$ cat config.mk
export PLATFORM = sky130hd
export DESIGN_NAME = ddr_cmd_guard
export DESIGN_NICKNAME = d
export VERILOG_FILES = /design/src/rtl/ddr_guard_pkg.sv /design/src/rtl/ddr_cmd_decode.sv /design/src/rtl/ddr_bank_fsm.sv /design/src/rtl/ddr_global_fsm.sv /design/src/rtl/ddr_cmd_judge.sv /design/src/rtl/ddr_cmd_guard.sv
export SDC_FILE = /design/constraint.sdc
export NUM_CORES = 1
export LEC_CHECK = 0
export BUFFER_PORTS_ARGS = -buffer_cell sky130_fd_sc_hd__buf_2
export CAP_MARGIN = 40
export CORE_UTILIZATION = 40
export DETAILED_ROUTE_END_ITERATION = 7
export PLACE_DENSITY = 0.54
export SKIP_CTS_REPAIR_TIMING = 1
export SLEW_MARGIN = 20
export SYNTH_ARGS = -nofsm -noshare
export SYNTH_HDL_FRONTEND = slang
export SYNTH_SLANG_ARGS = --single-unit
$ cat constraint.sdc
create_clock -name clk -period 3.7 [get_ports clk]
set_input_delay 0.185 -clock clk [delete_from_list [all_inputs] [get_ports clk]]
set_output_delay 0.185 -clock clk [all_outputs]
set_load 0.005 [all_outputs]
$ cat src/rtl/ddr_guard_pkg.sv
package ddr_guard_pkg;

    typedef enum logic [3:0] {
        CMD_DESEL,
        CMD_NOP,
        CMD_ACT,
        CMD_RD,
        CMD_WR,
        CMD_PRE,
        CMD_REF,
        CMD_MRS,
        CMD_BST
    } cmd_e;

    typedef enum logic [2:0] {
        BK_IDLE     = 3'd0,
        BK_OPENING  = 3'd1,
        BK_OPEN     = 3'd2,
        BK_READ     = 3'd3,
        BK_WRITE    = 3'd4,
        BK_READ_AC  = 3'd5,
        BK_WRITE_AC = 3'd6,
        BK_CLOSING  = 3'd7
    } bank_e;

    typedef enum logic [1:0] {
        GL_FREE,
        GL_REFRESH,
        GL_MODE
    } glob_e;

    typedef enum logic [2:0] {
        E_NONE        = 3'd0,
        E_GLOBAL_BUSY = 3'd1,
        E_BANK_BUSY   = 3'd2,
        E_WRONG_STATE = 3'd3,
        E_NEED_IDLE   = 3'd4,
        E_NO_BURST    = 3'd5
    } err_e;

    localparam int BANK_STATE_W = 3;

endpackage

$ cat src/rtl/ddr_cmd_decode.sv
module ddr_cmd_decode
    import ddr_guard_pkg::*;
(
    input  logic cs_n,
    input  logic ras_n,
    input  logic cas_n,
    input  logic we_n,
    output cmd_e cmd
);

    always_comb begin
        if (cs_n) begin
            cmd = CMD_DESEL;
        end else begin
            unique case ({ras_n, cas_n, we_n})
                3'b111: cmd = CMD_NOP;
                3'b011: cmd = CMD_ACT;
                3'b101: cmd = CMD_RD;
                3'b100: cmd = CMD_WR;
                3'b010: cmd = CMD_PRE;
                3'b001: cmd = CMD_REF;
                3'b000: cmd = CMD_MRS;
                3'b110: cmd = CMD_BST;
            endcase
        end
    end

endmodule

$ cat src/rtl/ddr_bank_fsm.sv
module ddr_bank_fsm
    import ddr_guard_pkg::*;
#(
    parameter int TIMER_W   = 6,
    parameter int BURST_CYC = 4
) (
    input  logic               clk,
    input  logic               rst_n,
    input  logic               go,
    input  cmd_e               cmd,
    input  logic               ap,
    input  logic               pall,
    input  logic               bst,
    input  logic [TIMER_W-1:0] t_rcd,
    input  logic [TIMER_W-1:0] t_rp,
    output bank_e              state
);

    localparam int CNT_W = TIMER_W + $clog2(BURST_CYC + 1) + 1;

    logic [CNT_W-1:0] cnt, cnt_nxt;
    bank_e            state_nxt;
    logic [CNT_W-1:0] rcd_ld, rp_ld, burst_ld, ac_ld;
    logic             expired;

    // A window of n cycles loads n-1; zero is treated as one cycle
    always_comb begin
        rcd_ld   = (t_rcd == '0) ? '0 : CNT_W'(t_rcd) - CNT_W'(1);
        rp_ld    = (t_rp == '0) ? '0 : CNT_W'(t_rp) - CNT_W'(1);
        burst_ld = CNT_W'(BURST_CYC - 1);
        ac_ld    = CNT_W'(BURST_CYC) + CNT_W'(t_rp) - CNT_W'(1);
        expired  = (cnt == '0);
    end

    always_comb begin
        state_nxt = state;
        cnt_nxt   = expired ? '0 : cnt - CNT_W'(1);
        if (pall) begin
            state_nxt = BK_CLOSING;
            cnt_nxt   = rp_ld;
        end else if (bst) begin
            state_nxt = BK_OPEN;
            cnt_nxt   = '0;
        end else if (go) begin
            case (cmd)
                CMD_ACT: begin
                    state_nxt = BK_OPENING;
                    cnt_nxt   = rcd_ld;
                end
                CMD_RD: begin
                    state_nxt = ap ? BK_READ_AC : BK_READ;
                    cnt_nxt   = ap ? ac_ld : burst_ld;
                end
                CMD_WR: begin
                    state_nxt = ap ? BK_WRITE_AC : BK_WRITE;
                    cnt_nxt   = ap ? ac_ld : burst_ld;
                end
                CMD_PRE: begin
                    state_nxt = BK_CLOSING;
                    cnt_nxt   = rp_ld;
                end
                default: ;
            endcase
        end else begin
            unique case (state)
                BK_IDLE, BK_OPEN: ;
                BK_OPENING, BK_READ, BK_WRITE:
                    if (expired) state_nxt = BK_OPEN;
                BK_READ_AC, BK_WRITE_AC, BK_CLOSING:
                    if (expired) state_nxt = BK_IDLE;
            endcase
        end
    end

    always_ff @(posedge clk or negedge rst_n) begin
        if (!rst_n) begin
            state <= BK_IDLE;
            cnt   <= '0;
        end else begin
            state <= state_nxt;
            cnt   <= cnt_nxt;
        end
    end

endmodule

$ cat src/rtl/ddr_global_fsm.sv
module ddr_global_fsm
    import ddr_guard_pkg::*;
#(
    parameter int TIMER_W = 6
) (
    input  logic               clk,
    input  logic               rst_n,
    input  logic               go_ref,
    input  logic               go_mrs,
    input  logic [TIMER_W-1:0] t_rfc,
    input  logic [TIMER_W-1:0] t_mrd,
    output glob_e              state
);

    logic [TIMER_W-1:0] cnt, cnt_nxt;
    glob_e              state_nxt;

    always_comb begin
        state_nxt = state;
        cnt_nxt   = (cnt == '0) ? '0 : cnt - TIMER_W'(1);
        unique case (state)
            GL_FREE: begin
                if (go_ref) begin
                    state_nxt = GL_REFRESH;
                    cnt_nxt   = (t_rfc == '0) ? '0 : t_rfc - TIMER_W'(1);
                end else if (go_mrs) begin
                    state_nxt = GL_MODE;
                    cnt_nxt   = (t_mrd == '0) ? '0 : t_mrd - TIMER_W'(1);
                end
            end
            GL_REFRESH, GL_MODE:
                if (cnt == '0) state_nxt = GL_FREE;
        endcase
    end

    always_ff @(posedge clk or negedge rst_n) begin
        if (!rst_n) begin
            state <= GL_FREE;
            cnt   <= '0;
        end else begin
            state <= state_nxt;
            cnt   <= cnt_nxt;
        end
    end

endmodule

$ cat src/rtl/ddr_cmd_judge.sv
module ddr_cmd_judge
    import ddr_guard_pkg::*;
#(
    parameter int NUM_BANKS = 4,
    parameter int BA_W      = 2
) (
    input  cmd_e            cmd,
    input  logic [BA_W-1:0] ba,
    input  logic            ap,
    input  bank_e           st [NUM_BANKS],
    input  logic            dev_busy,
    input  logic [BA_W-1:0] last_rd,
    input  logic            last_rd_vld,
    output logic            banks_idle,
    output err_e            code
);

    logic  pall_ok;
    bank_e tgt;

    always_comb begin
        banks_idle = 1'b1;
        pall_ok    = 1'b1;
        for (int b = 0; b < NUM_BANKS; b++) begin
            if (st[b] != BK_IDLE) banks_idle = 1'b0;
            if (!(st[b] inside {BK_IDLE, BK_OPEN, BK_READ, BK_WRITE})) pall_ok = 1'b0;
        end
        tgt = st[ba];
    end

    always_comb begin
        code = E_NONE;
        if (cmd inside {CMD_DESEL, CMD_NOP}) begin
            code = E_NONE;
        end else if (dev_busy) begin
            code = E_GLOBAL_BUSY;
        end else if (cmd inside {CMD_REF, CMD_MRS}) begin
            if (!banks_idle) code = E_NEED_IDLE;
        end else if (cmd == CMD_BST) begin
            if (!(last_rd_vld && st[last_rd] == BK_READ)) code = E_NO_BURST;
        end else if (cmd == CMD_PRE && ap) begin
            if (!pall_ok) code = E_BANK_BUSY;
        end else begin
            unique case (tgt)
                BK_OPENING, BK_READ_AC, BK_WRITE_AC, BK_CLOSING:
                    code = E_BANK_BUSY;
                BK_IDLE:
                    if (cmd != CMD_ACT) code = E_WRONG_STATE;
                BK_OPEN, BK_WRITE:
                    if (cmd == CMD_ACT) code = E_WRONG_STATE;
                BK_READ:
                    if (cmd inside {CMD_ACT, CMD_WR}) code = E_WRONG_STATE;
            endcase
        end
    end

endmodule

$ cat src/rtl/ddr_cmd_guard.sv
module ddr_cmd_guard
    import ddr_guard_pkg::*;
#(
    parameter int NUM_BANKS = 4,
    parameter int TIMER_W   = 6,
    parameter int BURST_LEN = 8,
    parameter int BA_W      = (NUM_BANKS > 1) ? $clog2(NUM_BANKS) : 1
) (
    input  logic                              clk,
    input  logic                              rst_n,
    input  logic                              cke,
    input  logic                              cs_n,
    input  logic                              ras_n,
    input  logic                              cas_n,
    input  logic                              we_n,
    input  logic [BA_W-1:0]                   ba,
    input  logic                              ap,
    input  logic [TIMER_W-1:0]                t_rcd,
    input  logic [TIMER_W-1:0]                t_rp,
    input  logic [TIMER_W-1:0]                t_rfc,
    input  logic [TIMER_W-1:0]                t_mrd,
    output logic [NUM_BANKS*BANK_STATE_W-1:0] bank_state_o,
    output logic                              all_idle_o,
    output logic                              err_o,
    output logic [2:0]                        err_code_o
);

    localparam int BURST_CYC = (BURST_LEN / 2 > 0) ? BURST_LEN / 2 : 1;

    cmd_e            cmd;
    bank_e           bank_st [NUM_BANKS];
    glob_e           dev_st;
    err_e            code;
    logic            banks_idle;
    logic            cke_q;
    logic            judged;
    logic            accept;
    logic [BA_W-1:0] last_rd;
    logic            last_rd_vld;

    ddr_cmd_decode u_dec (
        .cs_n  (cs_n),
        .ras_n (ras_n),
        .cas_n (cas_n),
        .we_n  (we_n),
        .cmd   (cmd)
    );

    ddr_cmd_judge #(
        .NUM_BANKS (NUM_BANKS),
        .BA_W      (BA_W)
    ) u_judge (
        .cmd         (cmd),
        .ba          (ba),
        .ap          (ap),
        .st          (bank_st),
        .dev_busy    (dev_st != GL_FREE),
        .last_rd     (last_rd),
        .last_rd_vld (last_rd_vld),
        .banks_idle  (banks_idle),
        .code        (code)
    );

    assign judged = cke & cke_q;
    assign accept = judged && (code == E_NONE) && !(cmd inside {CMD_DESEL, CMD_NOP});

    ddr_global_fsm #(
        .TIMER_W (TIMER_W)
    ) u_dev (
        .clk    (clk),
        .rst_n  (rst_n),
        .go_ref (accept && cmd == CMD_REF),
        .go_mrs (accept && cmd == CMD_MRS),
        .t_rfc  (t_rfc),
        .t_mrd  (t_mrd),
        .state  (dev_st)
    );

    for (genvar g = 0; g < NUM_BANKS; g++) begin : g_bank
        logic hit;
        assign hit = (ba == BA_W'(g));

        ddr_bank_fsm #(
            .TIMER_W   (TIMER_W),
            .BURST_CYC (BURST_CYC)
        ) u_bank (
            .clk   (clk),
            .rst_n (rst_n),
            .go    (accept && hit && ((cmd inside {CMD_ACT, CMD_RD, CMD_WR}) || (cmd == CMD_PRE && !ap))),
            .cmd   (cmd),
            .ap    (ap),
            .pall  (accept && cmd == CMD_PRE && ap),
            .bst   (accept && cmd == CMD_BST && last_rd == BA_W'(g)),
            .t_rcd (t_rcd),
            .t_rp  (t_rp),
            .state (bank_st[g])
        );

        assign bank_state_o[g*BANK_STATE_W +: BANK_STATE_W] = bank_st[g];
    end

    assign all_idle_o = banks_idle && (dev_st == GL_FREE);

    always_ff @(posedge clk or negedge rst_n) begin
        if (!rst_n) begin
            cke_q       <= 1'b0;
            last_rd     <= '0;
            last_rd_vld <= 1'b0;
            err_o       <= 1'b0;
            err_code_o  <= E_NONE;
        end else begin
            cke_q      <= cke;
            err_o      <= judged && (code != E_NONE);
            err_code_o <= judged ? code : E_NONE;
            if (accept && cmd == CMD_RD) begin
                last_rd     <= ba;
                last_rd_vld <= 1'b1;
            end
        end
    end

endmodule

# After elaboration in Yosys (flattened, before gate mapping)
# Memory sizes are Yosys's and may differ from the RTL's.
# Index checks and enable logic that the tools add are counted.
op_classes:
  muxes: 88
  n_div: 0
  shifts: 0
  eq_ne: 67
  n_lt_le_gt_ge: 2
  mul: 0
  add_sub_neg: 11
  bitwise: 3
  n_reduce_logical: 82
ops:
  columns: ["op", "n"]
  rows:
  - ["$mux W10", 19]
  - ["$pmux W10 S3", 4]
  - ["$mux W3", 33]
  - ["$eq A3 B3 Y1 const B", 20]
  - ["$sub A10 B1 Y10 const B", 5]
  - ["$logic_not A10 Y1", 4]
  - ["$mux W6", 6]
  - ["$eq A3 B2 Y1 const B", 11]
  - ["$logic_not A6 Y1", 5]
  - ["$ne A5 B2 Y1 const B", 6]
  - ["$ne A7 B7 Y1 const B", 4]
  - ["$logic_and A1 B1 Y1", 25]
  - ["$pmux W3 S2", 4]
  - ["$pmux W3 S4", 2]
  - ["$reduce_or A3 Y1", 8]
  - ["$reduce_bool A5 Y1", 4]
  - ["$logic_not A3 Y1", 6]
  - ["$reduce_bool A3 Y1", 6]
  - ["$sub A6 B1 Y6 const B", 3]
  - ["$eq A4 B3 Y1 const B", 4]
  - ["$mux W2", 8]
  - ["$reduce_and A4 Y1", 4]
  - ["$reduce_bool A4 Y1", 4]
  - ["$eq A3 B1 Y1 const B", 5]
  - ["other kinds (26)", 53]
word_totals:
  in_bits: 34
  mem_count: 1
  register_bits: 68
  output_inout_bits: 17
  latchBits: 0
  mem_bits_rw: 0
  wordCells: 269
  romBits: 32
memory_table:
  columns: ["memory", "words", "width", "rd", "rd_clocked_by_memory_dff", "write_ports", "line", "text"]
  rows:
  - ["(name not given)", 8, 4, 1, 0, 0, "ddr_cmd_decode.sv:15", "unique case ({ras_n, cas_n, we_n})"]

# Logic depth before layout (Yosys ltp)
depth:
  ltp_word: 20
  mapped_depth: 12
  ltp_nobuf: 9

# Cells and area by module
# Synthesis repeated with hierarchy kept, for this count alone.
unflattened:
  cells_unflattened: 836
  hier_area_um2: 7006.7
modules_own_cells:
  columns: ["mod", "cells_each", "n_inst", "area_per_inst_um2", "seq_area_each_um2"]
  rows:
  - ["ddr_bank_fsm", 164, 4, 1358.8, 325.3]
  - ["ddr_global_fsm", 83, 1, 694.4, 200.2]
  - ["ddr_cmd_guard", 45, 1, 469.2, 200.2]
  - ["ddr_cmd_judge", 44, 1, 350.3, 0.0]
  - ["ddr_cmd_decode", 8, 1, 57.6, 0.0]

# Worst setup path before layout
# Ideal clock, no wire load.
synth_path:
  path_type: "flip-flop to flip-flop"
  start: "register g_bank[3].u_bank.state[0]"
  end: "register last_rd[1]"
  stages_incl_launch_ff: 10
  slack_ps: 1074
  period_less_slack_ps: 2626
  n_path_buf: 2
  setup_time_ps: 125
  t_arrival_ps: 2501
  cell_sequence: "dfrtp_1 -> buf_6 -> or2_0 -> mux4_2 -> nor3_2 -> or3_1 -> buf_6 -> nand3_4 -> or4_4 -> mux2_4"
synth_via:
  elab_chain_len: 15
synth_rtl:
  columns: ["element", "line", "text"]
  rows:
  - ["from (decl)", "ddr_bank_fsm.sv:16", "output bank_e state"]
  - ["from (signal assigned)", "ddr_bank_fsm.sv:80", "state <= state_nxt;"]
  - ["$bmux W3 S2", "ddr_cmd_judge.sv:28", "tgt = st[ba];"]
  - ["$mux W3 (implied by the code) (2 in a row)", "ddr_cmd_judge.sv:28", null]
  - ["$eq A3 B1 Y1 (tied with other cells)", "ddr_cmd_judge.sv:44", "unique case (tgt)"]
  - ["$reduce_or A4 Y1 or $reduce_or A2 Y1 (tied branches)", "ddr_cmd_judge.sv:44", null]
  - ["$pmux W3 S4", "ddr_cmd_judge.sv:44", null]
  - ["$mux W3", "ddr_cmd_judge.sv:41", "end else if (cmd == CMD_PRE && ap) begin"]
  - ["$mux W3", "ddr_cmd_judge.sv:39", "end else if (cmd == CMD_BST) begin"]
  - ["$mux W3 (*)", "ddr_cmd_judge.sv:37", "end else if (cmd inside {CMD_REF, CMD_MRS}) begin"]
  - ["$mux W3 (*)", "ddr_cmd_judge.sv:35", "end else if (dev_busy) begin"]
  - ["$mux W3 (*)", "ddr_cmd_judge.sv:33", "if (cmd inside {CMD_DESEL, CMD_NOP}) begin"]
  - ["$logic_not A3 Y1 (*)", "ddr_cmd_guard.sv:65", "assign accept = judged && (code == E_NONE) && !(cmd inside {CMD_DESEL, CMD_NOP});"]
  - ["$logic_and A1 B1 Y1 (*) (2 in a row)", "ddr_cmd_guard.sv:65", null]
  - ["$logic_and A1 B1 Y1 (*)", "ddr_cmd_guard.sv:115", "if (accept && cmd == CMD_RD) begin"]
  - ["to (signal assigned)", "ddr_cmd_guard.sv:107", "last_rd <= '0;"]
  - ["to (signal assigned)", "ddr_cmd_guard.sv:116", "last_rd <= ba;"]
  - ["to (decl)", "ddr_cmd_guard.sv:38", "logic [BA_W-1:0] last_rd;"]
# Every way passes the cells marked *; elsewhere a longest branch is shown, timed or not. The select of a mux whose other input is x is not followed.
# A chain may end at the register's enable or synchronous reset.

# Worst setup path in the final report
layout_path:
  start: "register g_bank[1].u_bank.state[0]"
  end: "register g_bank[1].u_bank.cnt[2]"
layout_via:
  elab_chain_len: 19
layout_rtl:
  columns: ["element", "line", "text"]
  rows:
  - ["from (decl)", "ddr_bank_fsm.sv:16", null]
  - ["from (signal assigned)", "ddr_bank_fsm.sv:80", null]
  - ["$bmux W3 S2 (tied with other cells)", "ddr_cmd_judge.sv:28", null]
  - ["$mux W3 (implied by the code) or $reduce_bool A4 Y1 (tied branches)", "ddr_cmd_judge.sv:28, ddr_cmd_judge.sv:26", null]
  - ["$mux W3 (implied by the code) or $mux W1 (tied branches)", "ddr_cmd_judge.sv:28, ddr_cmd_judge.sv:26", null]
  - ["$eq A3 B1 Y1 (tied with other cells)", "ddr_cmd_judge.sv:44", null]
  - ["$reduce_or A4 Y1 (tied with other cells)", "ddr_cmd_judge.sv:44", null]
  - ["$pmux W3 S4 or $mux W2 (tied branches)", "ddr_cmd_judge.sv:44, ddr_cmd_judge.sv:42", null]
  - ["$mux W3", "ddr_cmd_judge.sv:41", null]
  - ["$mux W3", "ddr_cmd_judge.sv:39", null]
  - ["[... 2 more ...]", null, null]
  - ["$mux W3 (*)", "ddr_cmd_judge.sv:33", null]
  - ["$logic_not A3 Y1 (*)", "ddr_cmd_guard.sv:65", null]
  - ["$logic_and A1 B1 Y1 (*) (2 in a row)", "ddr_cmd_guard.sv:65", null]
  - ["$logic_and A1 B1 Y1 (2 in a row)", "ddr_cmd_guard.sv:89", ".go (accept && hit && ((cmd inside {CMD_ACT, CMD_RD, CMD_WR}) || (cmd == CMD_PRE && !ap))),"]
  - ["$mux W10", "ddr_bank_fsm.sv:44", "end else if (go) begin"]
  - ["$mux W10", "ddr_bank_fsm.sv:41", "end else if (bst) begin"]
  - ["$mux W10 (*)", "ddr_bank_fsm.sv:38", "if (pall) begin"]
  - ["named net g_bank[1].u_bank.cnt_nxt[2]", "ddr_bank_fsm.sv:21", "logic [CNT_W-1:0] cnt, cnt_nxt;"]
  - ["to (signal assigned)", "ddr_bank_fsm.sv:81", "cnt <= cnt_nxt;"]
  - ["to (decl)", "ddr_bank_fsm.sv:21", null]
# Mark *: on every way through the listed nets, which the timed path passes. The rest lies on a longest branch. The select of a mux whose other input is x is not followed.

==> results.py <==
metrics = {
    "worst_setup_path": {
        "critical_path_class": "reg -> reg",
        "required_ps": 3930,
        "max_stage_delay_ps": 520,
        "critPathMaxFanout": 13,
        "worst_path_max_delay_cell": "mux4_2",
        "cp.arrival_ps": 3330,
        "start_kind": "flip-flop",
        "end_kind": "flip-flop",
        "crit_path_cell_trace": "or2_1 -> mux4_2 -> a211o_2 -> o211a_1 -> nand4_1 -> nand3b_2 -> o221ai_1",
    },
    "sta": {
        "slew_headroom": 0.492,
        "final-hold-violation-count": 0,
        "final_max_slew_viol_count": 0,
        "fin_crit_ps": 3100,
        "final.period_utilization": 0.838,
        "final-setup-viol-count": 0,
        "rsz0062_at_grt": "no",
        "max_freq_mhz": 323,
        "finClkSkew_ps": 9.54,
        "worst_pin_slew_ps": 757,
        "holdWs_ps": 117,
        "tns_ps": 0,
    },
    "power_and_ir_drop": {
        "power.density_nw_per_um2": 501,
        "leakagePower_nw": 2.78,
        "power_mw": 3.14,
        "ir_drop_mv": 0.224,
    },
    "route": {
        "wirelength_mm": 16.2,
        "firstDrtPassIters": 5,
        "num_vias": 5141,
        "wire_per_inst_um": 18.5,
        "drc": 0,
        "ant_nets": 0,
        "first_iter_violations": 371,
        "via_per_inst": 5.86,
    },
    "clocking": {
        "cts_tree": "yes",
        "clock_latency_ps": 340,
        "clkTransAtPathRegs_ps": 60,
        "clk_path_buf_depth": 2,
        "cts_buffers": 9,
        "cts_root_buffer": "clkbuf_16",
        "htree_levels": 3,
        "cts_sinks": 68,
    },
    "global_route": {
        "grt_max_degree": 29,
        "antenna_found_initial": 0,
        "grt_pass1_wl_mm": 26.7,
        "grt_use_total": 0.239,
        "grt-ovfl-total": 0,
        "grt_pass1_vias": 4945,
    },
    "floorplanning": {
        "fp.coreArea_um2": 13300,
        "io_pins": 51,
        "die_y_um": 119,
        "initial_core_util": 0.413,
        "dieArea_um2": 14300,
        "row_count": 42,
        "dieWidth_um": 119,
    },
    "synthesis": {
        "async_flop_share": 1.00,
        "synth_cell_types": 82,
        "ys.flop_type": "dfrtp_1",
        "synth_seq_cells": 68,
        "yosysSeqAreaShare": 0.309,
        "synth-edff-count": 0,
        "synth.avg_cell_area_um2": 8.56,
        "synth_area_um2": 5510,
        "ys_warn_count": 0,
        "synth_cells": 644,
        "synth_nets": 694,
    },
    "final_layout": {
        "final_nets": 746,
        "fillers": 1328,
        "drive_above_1_share": 0.161,
        "layout_commonest_cell": "nor2_1",
        "final_cell_mix": "76 x nor2_1, 68 x dfrtp_1, 51 x buf_2",
        "stdcell_count": 877,
        "area_delta_synth_final_pct": 13.7,
        "diodes": 0,
    },
    "status": {
        "status": "finished, final reports clean",
    },
    "place": {
        "globalplace.congestion": 1.01,
        "hpwl_mm": 12.2,
        "portBuffers": 50,
        "place_inst": 857,
    },
    "job": {
        "max-cap-violations": 0,
    },
    "hold_path": {
        "hold_path_class": "in -> reg",
    },
}
-- critical path: cells and delay by family, from the launching register on --
family	cells	cell delay (ps)
AO/OA/AOI/OAI	3	880
flip-flops	1	510
multiplexers	1	520
AND/OR/NAND/NOR	3	1070
-- per-layer routing --
| metal | wire length, µm | vias up | global-route usage |
|---|---|---|---|
| met2 | 7360 | 144 | 0.370 |
| met3 | 802 | 14 | 0.0398 |
| met4 | 189 | 0 | 0.0641 |
| li1 | - | 2459 | - |
| met1 | 7890 | 2524 | 0.344 |
| met5 | 0 | - | 0 |
-- sequential cells by signal, indices dropped and copies added, names as in the netlist --
name / cells
last_rd: 2
cke_q: 1
err_code_o: 3
u_dev.state: 2
u_dev.cnt: 6
g_bank.u_bank.cnt: 40
g_bank.u_bank.state: 12
last_rd_vld: 1
err_o: 1
-- report_power, final --
part	total [mW]	leakage, nW	internal, mW	switching [mW]
registers	1.23	0.807	0.971	0.256
clock network	0.904	0.149	0.545	0.359
logic	1.01	1.82	0.483	0.527
total	3.14	2.78	2.00	1.14
-- worst paths after layout --
kind	slack [ps]	startpoint	end	depth (start not counted)
worst max-delay path	600	g_bank[1].u_bank.state[0]	g_bank[1].u_bank.cnt[2]	7
worst min-delay path	120	t_rfc[0]	u_dev.cnt[0]	2
worst max register to register	600	g_bank[1].u_bank.state[0]	g_bank[1].u_bank.cnt[2]	7
worst min register to register	480	u_dev.state[0]	u_dev.state[0]	2
max in group asynchronous	2490	rst_n	g_bank[1].u_bank.state[2]	3
min in group asynchronous	430	rst_n	g_bank[0].u_bank.state[0]	2
-- through the flow --
step,util,setup slack [ps],cell area (µm²)
after global routing,0.469,413,6270
after detailed placement,0.444,693,5930
after global placement,0.444,719,5930
after floorplan,-,1070,5510
after CTS,0.467,658,6230
final,0.469,601,6270
-- Yosys cell counts, drive strengths merged (17+ instances only) --
library cell,instances,area (µm²)
a21oi,29,145
buf,18,140
dfrtp,68,1700
inv,29,109
mux2i,34,340
nand2,38,143
nand2b,23,151
nand3,17,97.6
nor2,78,298
nor3,25,130
o21ai,41,205
xnor2,22,193
-- cell type report --
class                   instances  area (µm²)  area share
clock buffers                  10         239      0.0381
clock inverters                 6        68.8      0.0110
inverters                      30         113      0.0180
multi-input cells             517        3520       0.562
flip-flops and latches         68        1700       0.272
well taps                     176         220      0.0351
repair buffers                 70         403      0.0643
-- logic make-up after synthesis --
family / share of synthesized area
AND/OR/NAND/NOR: 0.279
multiplexers: 0.0917
flip-flops: 0.309
AO/OA/AOI/OAI: 0.172
XOR/XNOR: 0.0588
buffers and inverters: 0.0536
adder cells (fa/ha/maj): 0.0363
Note: power is estimated with default switching activity, not from simulation.
